## src/rtl/cfgw_pkg.sv

```systemverilog
package cfgw_pkg;
  localparam int BUS_W = 32;
  localparam int ADDR_W = 2;

  typedef enum logic [ADDR_W-1:0] {
    RA_CTRL  = 2'd0,
    RA_STAT  = 2'd1,
    RA_WDATA = 2'd2,
    RA_RSVD  = 2'd3
  } reg_addr_e;

  localparam int CTRL_WRITE_BIT = 0;
  localparam int CTRL_ABORT_BIT = 1;
  localparam int STAT_DONE_BIT  = 0;
  localparam int STAT_OVF_BIT   = 1;
  localparam int STAT_VAC_LSB   = 8;
endpackage

```

## src/rtl/cfgw_fifo.sv

```systemverilog
// Write buffer: RAM with synchronous read, prefetched by the next read pointer.
// A bypass register covers a write landing on the address being read.
// DEPTH must be a power of two.
module cfgw_fifo #(
  parameter int DEPTH = 64,
  parameter int WIDTH = 16,
  localparam int AW = $clog2(DEPTH),
  localparam int CW = AW + 1
) (
  input  logic             clk,
  input  logic             rst,
  input  logic             flush,
  input  logic             wr_en,
  input  logic [WIDTH-1:0] wr_data,
  input  logic             rd_en,
  output logic [WIDTH-1:0] rd_data,
  output logic [CW-1:0]    count,
  output logic             full,
  output logic             empty
);
  logic [WIDTH-1:0] mem [DEPTH];
  logic [CW-1:0]    wr_ptr, rd_ptr, rd_ptr_nxt;
  logic [WIDTH-1:0] ram_q, byp_q;
  logic             byp_sel;
  logic             wr_fire, rd_fire;

  assign count   = wr_ptr - rd_ptr;
  assign full    = (count == CW'(DEPTH));
  assign empty   = (count == '0);
  assign wr_fire = wr_en && !full && !flush;
  assign rd_fire = rd_en && !empty && !flush;

  always_comb begin
    if (flush)        rd_ptr_nxt = '0;
    else if (rd_fire) rd_ptr_nxt = rd_ptr + CW'(1);
    else              rd_ptr_nxt = rd_ptr;
  end

  always_ff @(posedge clk) begin
    if (rst) begin
      wr_ptr <= '0;
      rd_ptr <= '0;
    end else begin
      rd_ptr <= rd_ptr_nxt;
      if (flush)        wr_ptr <= '0;
      else if (wr_fire) wr_ptr <= wr_ptr + CW'(1);
    end
  end

  always_ff @(posedge clk) begin
    if (wr_fire) mem[wr_ptr[AW-1:0]] <= wr_data;
    ram_q <= mem[rd_ptr_nxt[AW-1:0]];
  end

  always_ff @(posedge clk) begin
    if (rst) begin
      byp_sel <= 1'b0;
      byp_q   <= '0;
    end else begin
      byp_sel <= wr_fire && (wr_ptr[AW-1:0] == rd_ptr_nxt[AW-1:0]);
      byp_q   <= wr_data;
    end
  end

  assign rd_data = byp_sel ? byp_q : ram_q;
endmodule

```

## src/rtl/cfgw_drain.sv

```systemverilog
// Transfer engine: registered port stage, one word per cycle, stalls on busy.
module cfgw_drain #(
  parameter int WIDTH = 16
) (
  input  logic             clk,
  input  logic             rst,
  input  logic             start,
  input  logic             flush,
  input  logic             halt,
  input  logic             fifo_empty,
  input  logic [WIDTH-1:0] fifo_head,
  output logic             fifo_pop,
  output logic             active,
  output logic             done,
  input  logic             port_busy,
  output logic [WIDTH-1:0] port_data,
  output logic             port_en,
  output logic             port_wr
);
  logic out_vld;
  logic accept, slot_free, load, finish;

  assign accept    = out_vld && !port_busy;
  assign slot_free = !out_vld || accept;
  assign load      = active && !halt && !fifo_empty && slot_free;
  assign finish    = active && !halt && fifo_empty && slot_free;
  assign fifo_pop  = load;

  always_ff @(posedge clk) begin
    if (rst) begin
      active    <= 1'b0;
      done      <= 1'b0;
      out_vld   <= 1'b0;
      port_data <= '0;
    end else if (flush) begin
      active  <= 1'b0;
      out_vld <= 1'b0;
    end else begin
      if (start && !active) begin
        active <= 1'b1;
        done   <= 1'b0;
      end
      if (load) begin
        out_vld   <= 1'b1;
        port_data <= fifo_head;
      end else if (accept) begin
        out_vld <= 1'b0;
      end
      if (finish) begin
        active <= 1'b0;
        done   <= 1'b1;
      end
    end
  end

  assign port_en = out_vld;
  assign port_wr = out_vld;
endmodule

```

## src/rtl/cfgw_regs.sv

```systemverilog
// Register decode, abort sequencer, overflow flag and registered read mux.
module cfgw_regs
  import cfgw_pkg::*;
#(
  parameter int DEPTH = 64,
  parameter int WIDTH = 16,
  localparam int CW = $clog2(DEPTH) + 1
) (
  input  logic              clk,
  input  logic              rst,
  input  logic              bus_wr,
  input  logic              bus_rd,
  input  logic [ADDR_W-1:0] bus_addr,
  input  logic [BUS_W-1:0]  bus_wdata,
  output logic [BUS_W-1:0]  bus_rdata,
  input  logic              active,
  input  logic              done,
  input  logic [CW-1:0]     fifo_count,
  input  logic              fifo_full,
  output logic              fifo_push,
  output logic [WIDTH-1:0]  fifo_wdata,
  output logic              start,
  output logic              abort_q,
  output logic              flush,
  output logic              ovf_q
);
  reg_addr_e   addr;
  logic        ctrl_wr, abort_req;
  logic        flushed_q;
  logic [CW-1:0] vacancy;
  logic [BUS_W-1:0] ctrl_word, stat_word;
  logic        unused_hi;

  assign addr      = reg_addr_e'(bus_addr);
  assign ctrl_wr   = bus_wr && (addr == RA_CTRL);
  assign abort_req = ctrl_wr && bus_wdata[CTRL_ABORT_BIT];
  assign start     = ctrl_wr && bus_wdata[CTRL_WRITE_BIT] && !bus_wdata[CTRL_ABORT_BIT] && !abort_q;
  assign fifo_push = bus_wr && (addr == RA_WDATA) && !abort_q;
  assign fifo_wdata = bus_wdata[WIDTH-1:0];
  assign unused_hi = ^bus_wdata[BUS_W-1:WIDTH];
  assign flush     = abort_q && !flushed_q;
  assign vacancy   = CW'(DEPTH) - fifo_count;

  always_ff @(posedge clk) begin
    if (rst) begin
      abort_q   <= 1'b0;
      flushed_q <= 1'b0;
    end else if (!abort_q) begin
      abort_q <= abort_req;
    end else if (flushed_q) begin
      abort_q   <= 1'b0;
      flushed_q <= 1'b0;
    end else begin
      flushed_q <= 1'b1;
    end
  end

  always_ff @(posedge clk) begin
    if (rst)                         ovf_q <= 1'b0;
    else if (flush)                  ovf_q <= 1'b0;
    else if (fifo_push && fifo_full) ovf_q <= 1'b1;
  end

  always_comb begin
    ctrl_word = '0;
    ctrl_word[CTRL_WRITE_BIT] = active;
    ctrl_word[CTRL_ABORT_BIT] = abort_q;
    stat_word = '0;
    stat_word[STAT_DONE_BIT] = done;
    stat_word[STAT_OVF_BIT]  = ovf_q;
    stat_word[STAT_VAC_LSB +: CW] = vacancy;
  end

  always_ff @(posedge clk) begin
    if (rst) begin
      bus_rdata <= '0;
    end else if (bus_rd) begin
      case (addr)
        RA_CTRL: bus_rdata <= ctrl_word;
        RA_STAT: bus_rdata <= stat_word;
        default: bus_rdata <= '0;
      endcase
    end
  end
endmodule

```

## src/rtl/cfg_port_writer.sv

```systemverilog
module cfg_port_writer #(
  parameter int FIFO_DEPTH = 64,
  parameter int PORT_W = 16,
  parameter int BUS_W = 32
) (
  input  logic              clk,
  input  logic              rst,
  input  logic              bus_wr,
  input  logic              bus_rd,
  input  logic [1:0]        bus_addr,
  input  logic [BUS_W-1:0]  bus_wdata,
  output logic [BUS_W-1:0]  bus_rdata,
  output logic [PORT_W-1:0] port_data,
  output logic              port_en,
  output logic              port_wr,
  input  logic              port_busy
);
  localparam int CW = $clog2(FIFO_DEPTH) + 1;

  logic              fifo_push, fifo_pop, fifo_full, fifo_empty;
  logic [PORT_W-1:0] fifo_wdata, fifo_head;
  logic [CW-1:0]     fifo_count;
  logic              start, abort_q, flush, ovf_q;
  logic              drain_active, drain_done;

  cfgw_regs #(.DEPTH(FIFO_DEPTH), .WIDTH(PORT_W)) u_regs (
    .clk(clk), .rst(rst),
    .bus_wr(bus_wr), .bus_rd(bus_rd), .bus_addr(bus_addr),
    .bus_wdata(bus_wdata), .bus_rdata(bus_rdata),
    .active(drain_active), .done(drain_done),
    .fifo_count(fifo_count), .fifo_full(fifo_full),
    .fifo_push(fifo_push), .fifo_wdata(fifo_wdata),
    .start(start), .abort_q(abort_q), .flush(flush), .ovf_q(ovf_q)
  );

  cfgw_fifo #(.DEPTH(FIFO_DEPTH), .WIDTH(PORT_W)) u_fifo (
    .clk(clk), .rst(rst), .flush(flush),
    .wr_en(fifo_push), .wr_data(fifo_wdata),
    .rd_en(fifo_pop), .rd_data(fifo_head),
    .count(fifo_count), .full(fifo_full), .empty(fifo_empty)
  );

  cfgw_drain #(.WIDTH(PORT_W)) u_drain (
    .clk(clk), .rst(rst), .start(start), .flush(flush), .halt(abort_q),
    .fifo_empty(fifo_empty), .fifo_head(fifo_head), .fifo_pop(fifo_pop),
    .active(drain_active), .done(drain_done),
    .port_busy(port_busy), .port_data(port_data),
    .port_en(port_en), .port_wr(port_wr)
  );
endmodule

```

## config.mk

```make
export PLATFORM = sky130hd
export DESIGN_NAME = cfg_port_writer
export DESIGN_NICKNAME = d
export VERILOG_FILES = /design/src/rtl/cfgw_pkg.sv /design/src/rtl/cfgw_fifo.sv /design/src/rtl/cfgw_drain.sv /design/src/rtl/cfgw_regs.sv /design/src/rtl/cfg_port_writer.sv
export SDC_FILE = /design/constraint.sdc
export NUM_CORES = 1
export LEC_CHECK = 0
export BUFFER_PORTS_ARGS = -buffer_cell sky130_fd_sc_hd__buf_2
export CAP_MARGIN = 20
export CORE_MARGIN = 2
export CORE_UTILIZATION = 45
export DETAILED_ROUTE_END_ITERATION = 8
export PLACE_DENSITY = 0.7
export SETUP_SLACK_MARGIN = 0.1
export SLEW_MARGIN = 20
export SYNTH_ARGS = -nofsm -noshare
export SYNTH_HDL_FRONTEND = slang
export SYNTH_SLANG_ARGS = --single-unit
```

## constraint.sdc

```tcl
create_clock -name clk -period 4.4 [get_ports clk]
set_input_delay 0.22 -clock clk [delete_from_list [all_inputs] [get_ports clk]]
set_output_delay 0.22 -clock clk [all_outputs]
set_load 0.005 [all_outputs]
```

==> key figures, run 1 <==
STA
  • RSZ-0062 raised after global routing: true
  • Final setup violation count: 0
  • Final Cycle Share: 97.98%
  • Worst slew margin: 23.68%
  • Clock skew: between 0.02 and 0.025 ns
  • Worst Tran Pin Value: around 1.1 ns
  • FMAX: between 200 and 250 MHz
  • Max Transition Viols Final: 0
  • Final min period: 4.311 ns
  • Final Hold Viols: 0
  • Hold_ws: 0.05384 ns
  • Setup_tns: 0 ns

Final layout
  • Layout fillers: about 7,500
  • Final nets: 3,058
  • Multi-input logic area: 10,480 sq um
  • Final design utilization: 53.28%
  • Sequential cell area: 32,320 sq um
  • Share of cells above drive strength 1: 21.37%
  • Area Overhead vs Synth: 17.05%
  • Post-Layout Cell Count: 4,370

Critical path
  • Most used cell, CP: o211ai_1
  • Worst Path Arrival: 4.86 ns
  • Reg-to-reg critical path endpoint: u_fifo.ram_q[6]$_DFF_P_
  • Worst setup EP type: flip-flop
  • Reg2reg start: u_fifo.wr_ptr[0]$_SDFFE_PP0P_
  • Critical Path Fanout Max: 7
  • Cell count of the worst reg-to-reg path: 19
  • Worst path slowest cell: mux4_2
  • Crit-path cells: inv_2 -> ha_4 -> inv_2 -> fa_2 -> a211oi_4 -> o211ai_1 -> a21boi_4 -> and3_4 -> a211oi_4 -> o21ai_4 -> buf_12 -> buf_16 -> buf_6 -> mux4_2 -> a22oi_2 -> o211ai_1 -> a211oi_2 -> buf_4 -> o211ai_1
  • Required time of the critical path: 4.95 ns
  • CP Class: reg -> reg
  • Flop2flop setup slack: between 0.08 and 0.09 ns
  • Crit path largest cell delay: between 0.4 and 0.5 ns
  • Crit path from: u_fifo.wr_ptr[0]$_SDFFE_PP0P_
  • CP Launch Type: flip-flop
  • Critical Path Sink: u_fifo.ram_q[6]$_DFF_P_

Die
  • Initial Util: 45.51%
  • Die width: 314.5 microns
  • Die Ht: between 300 and 400 microns
  • Site Rows: approximately 110
  • Die ar.: 98,880 sq um
  • Core area: 95,290 sq um
  • # IOs: 89

Route
  • Routed Wire Length: ~110,000 microns
  • DRT iter0 DRCs: 3,510
  • Vias per cell: between 5 and 6
  • Pre-antenna DRT Iters: 5
  • Vias: 25,822
  • Post-route ant nets: 0
  • DR DRC count: 0
  • Wire length per cell: 26.24 microns

GRT
  • GRT Resource Usage Total: 22.67%
  • Vias in the first global route: 24,619
  • First-pass GRT wire length: 164,200 microns
  • Initial antenna violation count: 3
  • Largest net degree at the start of global routing: 66
  • Final global-route overflow total: 0

Synthesis
  • Post-synth EDFFs: between 1,000 and 1,500
  • Post-Synthesis Cells: 2,727
  • Ranking of synthesized cells by area: edfxtp_1, mux4_2, dfxtp_1
  • Synth area leader: edfxtp_1
  • Share of the synthesized area in the top cell type: 70.90%
  • Number of synthesis warnings: 0
  • Register area share after synthesis: between 70 and 80%
  • Avg Inst Size Synth: ~16 sq um
  • Mapped Area: about 43,000 sq um
  • Yosys cell types: 71
  • Main synth FF type: edfxtp_1
  • Seq cells post-synth: 1,102
  • Post-synth ARST share: 0%

Run
  • Max Cap Violations: 0

CTS
  • Skew-Pair Late Insertion Delay: 0.69 ns
  • Clock buffer depth: 3
  • CTS tree: yes
  • CTS buffer count: 106
  • Clock transition at path regs: 0.06 ns
  • Clock root buffer: clkbuf_16
  • Clk sinks: 1,102
  • H-tree Lvls: 3

Placed design
  • I/O Buffers: 49
  • Placed Cells: 4,124
  • Post-DP HPWL: 69,120 microns
  • GPL Wtd Cong: 0.9406

Power
  • VDD IR-drop max: 0.3403 mV
  • LEAKAGE: 16.86 nW
  • P per Cell Area: 421.3 nW/um^2
  • Power after layout: roughly 21 mW

Status
  • Status: complete, no violations

Worst hold path
  • Worst min-delay path category: in -> reg
==> how the worst min path moves through the flow <==
stage	start	endpoint	slack (ns)	cells past startpoint
CTS	bus_addr[0]	u_regs.bus_rdata[0]$_SDFFE_PP0P_	0.02	5
floorplan	bus_wdata[0]	u_fifo.mem[0][0]$_DFFE_PP_	0.32	0
detailed placement	u_regs.bus_rdata[8]$_SDFFE_PP0P_	u_regs.bus_rdata[8]$_SDFFE_PP0P_	0.47	2
finish	bus_addr[0]	u_regs.bus_rdata[0]$_SDFFE_PP0P_	0.05	5
global route	bus_addr[0]	u_regs.bus_rdata[0]$_SDFFE_PP0P_	0.07	5
global placement	u_regs.bus_rdata[8]$_SDFFE_PP0P_	u_regs.bus_rdata[8]$_SDFFE_PP0P_	0.45	2
==> final cells by class <==
type,count,share of cell area [%]
multi-input cells,1450,20.64
well taps,1265,3.118
clock inverters,70,1.119
inverters,16,0.1183
clock buffers,131,5.469
diodes,3,0.01479
repair buffers,333,5.868
flip-flops and latches,1102,63.65
==> through the flow <==
stage | area, sq um | worst slack, ns
2_1_floorplan | 43460 | 0.3098
3_3_place_gp | 46610 | -0.06601
3_5_place_dp | 46610 | -0.1140
4_1_cts | 50340 | 0.1010
5_1_grt | 50760 | -0.02477
6_report | 50770 | 0.08901
==> synth_stat cells, drive strengths merged (6+ instances only) <==
master,count
mux2i,88
nor2,146
mux4,104
a32o,15
o31a,16
nand3,31
or3,7
xor2,6
a311oi,31
dfxtp,78
a22o,14
nor4,18
edfxtp,1024
a211o,16
and3,36
o21ai,12
nand4,7
nor3,12
o211ai,38
nand2b,6
nor2b,17
inv,16
ha,9
o2bb2ai,14
a21oi,177
o22ai,31
a211oi,40
a22oi,54
xnor2,18
nand2,416
buf,114
clkbuf,68
==> critical path, delay by kind of cell, from the launching register on <==
family                     cells  cell delay (ns)
AOI/OAI and AO/OA              9             1.95
buffers and inverters          6             0.75
adders and majority gates      2             0.50
muxes                          1             0.42
DFF                            1             0.33
and+or+nand+nor                1             0.21
==> timing repair <==
| action | in CTS | in global routing |
|---|---|---|
| pin swaps | 15 | 30 |
| gates resized for setup | 23 | 45 |
| hold buffers | 11 | 0 |
| hold endpoints to repair | 67 | 0 |
| endpoints found under the setup margin | 15 | 16 |
| gates cloned | 1 | 5 |
| buffers inserted | 14 | 11 |
==> sequential cells by signal, summed over array words and instances (netlist names), 7 cells and up <==
signal	cells
u_regs.bus_rdata	9
u_drain.port_data	16
u_fifo.mem	1024
u_fifo.wr_ptr	7
u_fifo.rd_ptr	7
u_fifo.byp_q	16
u_fifo.ram_q	16
==> metal layers <==
metal  wire length [microns]  track usage, %
met1                   44910           31.67
met2                   52580           34.50
met3                   12330           4.783
met4                    4829           10.03
met5                       9               0
==> kinds of logic (layout without fill, tap and decap cells) <==
family / after synthesis / in the layout / share of synthesized area (%)
AO/OA/AOI/OAI: 483 / 484 / 7.809
XOR/XNOR: 24 / 24 / 0.5019
flip-flops: 1102 / 1102 / 74.50
other: 1 / 26 / 0.008646
multiplexers: 195 / 195 / 7.509
adder cells (fa/ha/maj): 10 / 10 / 0.3058
AND/OR/NAND/NOR: 714 / 714 / 7.050
buffers and inverters: 198 / 550 / 2.319
==> cell usage in the layout (no fill, tap or decap), types with 16 or more instances in the layout <==
master and count:
dfxtp_1 74, buf_2 49, o211ai_1 38, o22ai_1 31
clkbuf_16 110, buf_4 226, a22oi_1 44, nand2_1 416
clkbuf_1 22, edfxtp_1 1024, a21oi_1 173, buf_12 29
o31a_1 16, nand3_1 27, nor2b_1 17, mux2i_1 86
nor2_1 146, conb_1 23, a211oi_1 24, clkinv_2 24
mux4_2 104, xnor2_1 16, clkinv_1 22, and3_1 34
a211o_1 16, a311oi_1 28
==> report_power, final <==
part	switching (mW)	internal, mW
Sequential	0.0313	11.5
Clock	3.91	4.81
Combinational	0.697	0.470
Note: power is estimated with default switching activity, not from simulation.
==> run 2, diff against run 1 <==
- SYNTH_HIERARCHICAL: not set -> 1
==> key figures, run 2 <==
Status
  • Status: finished, violations left (was complete, no violations)
  • Failing checks: setup timing

Critical path
  • Worst path slowest cell: or4_4 (was mux4_2)
  • Crit path largest cell delay: 0.54 ns (was 0.42 ns)
  • CP Launch Type: flip-flop (unchanged)
  • CP Class: reg -> reg (unchanged)
  • Cell count of the worst reg-to-reg path: 21 (was 19)
  • Required time of the critical path: 4.95 ns (about the same)
  • Worst Path Arrival: 5.49 ns (was 4.86 ns)
  • Crit-path cells: inv_4 -> ha_4 -> inv_2 -> fa_2 -> xor2_2 -> or3_4 -> or4_4 -> nor2_4 -> nor2_4 -> nor2b_4 -> o41ai_2 -> o31a_1 -> a21o_4 -> buf_12 -> buf_16 -> buf_16 -> mux4_2 -> a22oi_2 -> nand4_1 -> buf_6 -> or4b_4 (was inv_2 -> ha_4 -> inv_2 -> fa_2 -> a211oi_4 -> o211ai_1 -> a21boi_4 -> and3_4 -> a211oi_4 -> o21ai_4 -> buf_12 -> buf_16 -> buf_6 -> mux4_2 -> a22oi_2 -> o211ai_1 -> a211oi_2 -> buf_4 -> o211ai_1)
  • Worst setup EP type: flip-flop (unchanged)
  • Critical Path Fanout Max: 8 (was 7)

Power
  • P_int: 16.75 mW (about the same)
  • LEAKAGE: 17.11 nW (was 16.86 nW)
  • P per Cell Area: 416.4 nW/um^2 (was 421.3 nW/um^2)
  • P_sw: 4.709 mW (was 4.636 mW)
  • Sequential Power Share: 53.7% (was 53.8%)
  • Clk network pwr share: 39.3% (was 40.8%)
  • VDD IR-drop max: 0.2882 mV (was 0.3403 mV)
  • Switching Fraction: 21.94% (was 21.67%)
  • Comb pwr share: 7.0% (was 5.5%)

Placed design
  • Cell area after placement: 47,120 sq um (was 46,610 sq um)
  • Placed Cells: 3,977 (was 4,124)
  • Post-DP HPWL: 75,460 microns (was 69,120 microns)
  • GPL Wtd Cong: 0.9174 (was 0.9406)
  • Place WS: -0.7616 ns (was -0.1140 ns)
  • I/O Buffers: 49 (unchanged)

Synthesis
  • Most instantiated cells after synthesis: edfxtp_1, nand2_1, mux4_2 (was edfxtp_1, nand2_1, a21oi_1)
  • Avg Inst Size Synth: 17.35 sq um (was 15.90 sq um)
  • Post-synth EDFFs: 1,024 (unchanged)
  • Post-synth ARST share: 0% (unchanged)
  • Register area share after synthesis: 74.67% (was 74.50%)
  • Number of synthesis warnings: 6 (was 0)
  • Yosys cell types: 73 (was 71)
  • Count leader, synth: edfxtp_1 (unchanged)
  • Post-Synthesis Cells: 2,494 (was 2,727)
  • Seq cells post-synth: 1,102 (unchanged)
  • Synth area leader: edfxtp_1 (unchanged)
  • Mapped Area: 43,270 sq um (was 43,370 sq um)
  • Main synth FF type: edfxtp_1 (unchanged)
  • Ranking of synthesized cells by area: edfxtp_1, mux4_2, dfxtp_1 (unchanged)
  • Share of the synthesized area in the top cell type: 71.06% (was 70.90%)

Worst hold path
  • Hold Crit Depth: 4 (was 5)
  • Worst min-delay path category: in -> reg (unchanged)

Final layout
  • Most common cell after layout, fill and taps aside: edfxtp_1 (unchanged)
  • Post-Layout Cell Count: 4,226 (was 4,370)
  • Final nets: 2,920 (was 3,058)
  • Max FFs per register: 1,024 (unchanged)
  • Share of cells above drive strength 1: 29.56% (was 21.37%)
  • Post-Layout Inst Area: 51,530 sq um (was 50,770 sq um)
  • Commonest non-fill, non-tap cells in the layout: edfxtp_1, buf_4, nand2_1 (was edfxtp_1, nand2_1, buf_4)
  • Area Overhead vs Synth: 19.10% (was 17.05%)

CTS
  • H-tree Lvls: 3 (unchanged)
  • Clk sinks: 1,102 (unchanged)
  • CTS buffer count: 106 (unchanged)
  • Clock root buffer: clkbuf_16 (unchanged)
  • Clock buffer depth: 3 (unchanged)
  • Skew-Pair Late Insertion Delay: 0.68 ns (was 0.69 ns)
  • CTS tree: yes (unchanged)
  • Clock transition at path regs: 0.06 ns (about the same)

STA
  • Final Cycle Share: 112.1% (was 97.98%)
  • RSZ-0062 raised after global routing: true (unchanged)
  • Final min period: 4.931 ns (was 4.311 ns)
  • Clock skew: 0.02358 ns (was 0.02055 ns)
  • Worst slew margin: 28.52% (was 23.68%)
  • Setup_tns: -6.776 ns (was 0 ns)
  • Max Transition Viols Final: 0 (unchanged)
  • FMAX: 202.8 MHz (was 232.0 MHz)
  • Hold_ws: 0.03275 ns (was 0.05384 ns)
  • Final setup violation count: 16 (was 0)
  • Worst setup margin: -0.5309 ns (was 0.08901 ns)
  • Final Hold Viols: 0 (unchanged)
  • Worst Tran Pin Value: 1.072 ns (was 1.145 ns)

GRT
  • Initial antenna violation count: 12 (was 3)
  • Final global-route overflow total: 0 (unchanged)
  • First-pass GRT wire length: 175,300 microns (was 164,200 microns)
  • GRT Resource Usage Total: 24.51% (was 22.67%)
  • Vias in the first global route: 25,357 (was 24,619)
  • Largest net degree at the start of global routing: 68 (was 66)

Route
  • Pre-antenna DRT Iters: 5 (unchanged)
  • Vias per cell: 6.125 (was 5.909)
  • Wire length per cell: 28.76 microns (was 26.24 microns)
  • DRT iter0 DRCs: 3,902 (was 3,510)
  • Routed Wire Length: 121,500 microns (was 114,700 microns)
  • Vias: 25,883 (was 25,822)
  • DR DRC count: 0 (unchanged)
  • Post-route ant nets: 0 (unchanged)

Die
  • Die width: 314.1 microns (was 314.5 microns)
  • Site Rows: 113 (unchanged)
  • # IOs: 89 (unchanged)
  • Die Ht: 314.1 microns (was 314.5 microns)
  • Die ar.: 98,650 sq um (was 98,880 sq um)
  • Core area: 95,150 sq um (was 95,290 sq um)
  • Initial Util: 45.47% (was 45.51%)

Run
  • Max Cap Violations: 0 (unchanged)
## run 2: cell count changes in the layout (fill, tap and decap cells not counted), moves of 26 or more
| cell | delta |
|---|---|
| o211ai_1 | -34 |
| nand3_1 | +102 |
| a311oi_1 | -28 |
| a22oi_2 | +29 |
| nor2_1 | -52 |
| nand2b_1 | +30 |
| o22ai_1 | -30 |
| buf_4 | +74 |
| and3_1 | -26 |
| a21oi_1 | -95 |
| mux4_2 | +74 |
| nand2_1 | -168 |
| mux2i_1 | -42 |
## run 2: path summary, 6_finish.rpt
| check | start | to | slack [ns] |
|---|---|---|---|
| hold / removal | bus_wr | u_regs/abort_q$_SDFF_PP0_ | 0.03 |
| setup / recovery | u_fifo/wr_ptr[0]$_SDFFE_PP0P_ | u_fifo/ram_q[2]$_DFF_P_ | -0.53 |
| hold reg to reg | u_regs/bus_rdata[9]$_SDFFE_PP0P_ | u_regs/bus_rdata[9]$_SDFFE_PP0P_ | 0.47 |
| setup reg to reg | u_fifo/wr_ptr[0]$_SDFFE_PP0P_ | u_fifo/ram_q[2]$_DFF_P_ | -0.53 |
## run 2: through the flow
| step | power [mW] | util, % |
|---|---|---|
| 2_1_floorplan | 12.59 | - |
| 3_3_place_gp | 13.01 | 49.49 |
| 3_5_place_dp | 13.05 | 49.52 |
| 4_1_cts | 21.47 | 53.78 |
| 5_1_grt | 22.03 | 54.15 |
| 6_report | 21.46 | 54.16 |
## run 2: power groups by stage
stage / clock (mW) / combinational, mW / sequential, mW
2_1_floorplan: 0 / 0.881 / 11.7
3_3_place_gp: 0 / 1.27 / 11.7
3_5_place_dp: 0 / 1.30 / 11.7
4_1_cts: 8.50 / 1.45 / 11.5
5_1_grt: 8.93 / 1.58 / 11.5
6_report: 8.43 / 1.50 / 11.5
## run 2: kinds of logic after synthesis
family          after synthesis  synth area share [%]
xor+xnor                     22                0.4627
simple gates                662                 7.319
buf+inv                     184                 2.183
flops                      1102                 74.67
compound gates              267                 4.141
mux                         246                 10.91
other cells                   1              0.008666
fa+ha+maj                    10                0.3065
## run 2: final cells by class
type | instances | area [sq um]
fill | 7156 | 43620
sequential | 1102 | 32320
multi-input combinational | 1230 | 10690
timing repair buffer | 414 | 3696
clock buffer | 131 | 2778
tap | 1265 | 1583
clock inverter | 63 | 390.4
inverter | 17 | 66.31
antenna | 4 | 10.01
## run 2: worst max-delay path, delay by kind of cell (launching register included)
kind	cells	cell delay [ns]
compound gates	4	0.71
xor+xnor	1	0.17
fa+ha+maj	2	0.49
buf+inv	6	0.71
flops	1	0.35
mux	1	0.54
simple gates	7	1.82
## run 2: timing repair
item,CTS,global route
hold buffers,5,0
pin swaps,16,8
setup endpoints to repair,28,103
buffers inserted,21,19
gates resized for setup,86,42
cloned,6,0
endpoints found under the hold margin,10,0
## run 2: per-layer routing
layer	wire, microns	vias to the layer above	share of wire [%]	GRT usage, %
met4	7245	6	6.0	12.40
met3	13410	326	11	5.066
met1	43030	13265	35	31.85
met2	57800	1710	48	39.37
met5	36	-	0.030	0
li1	-	10576	-	-
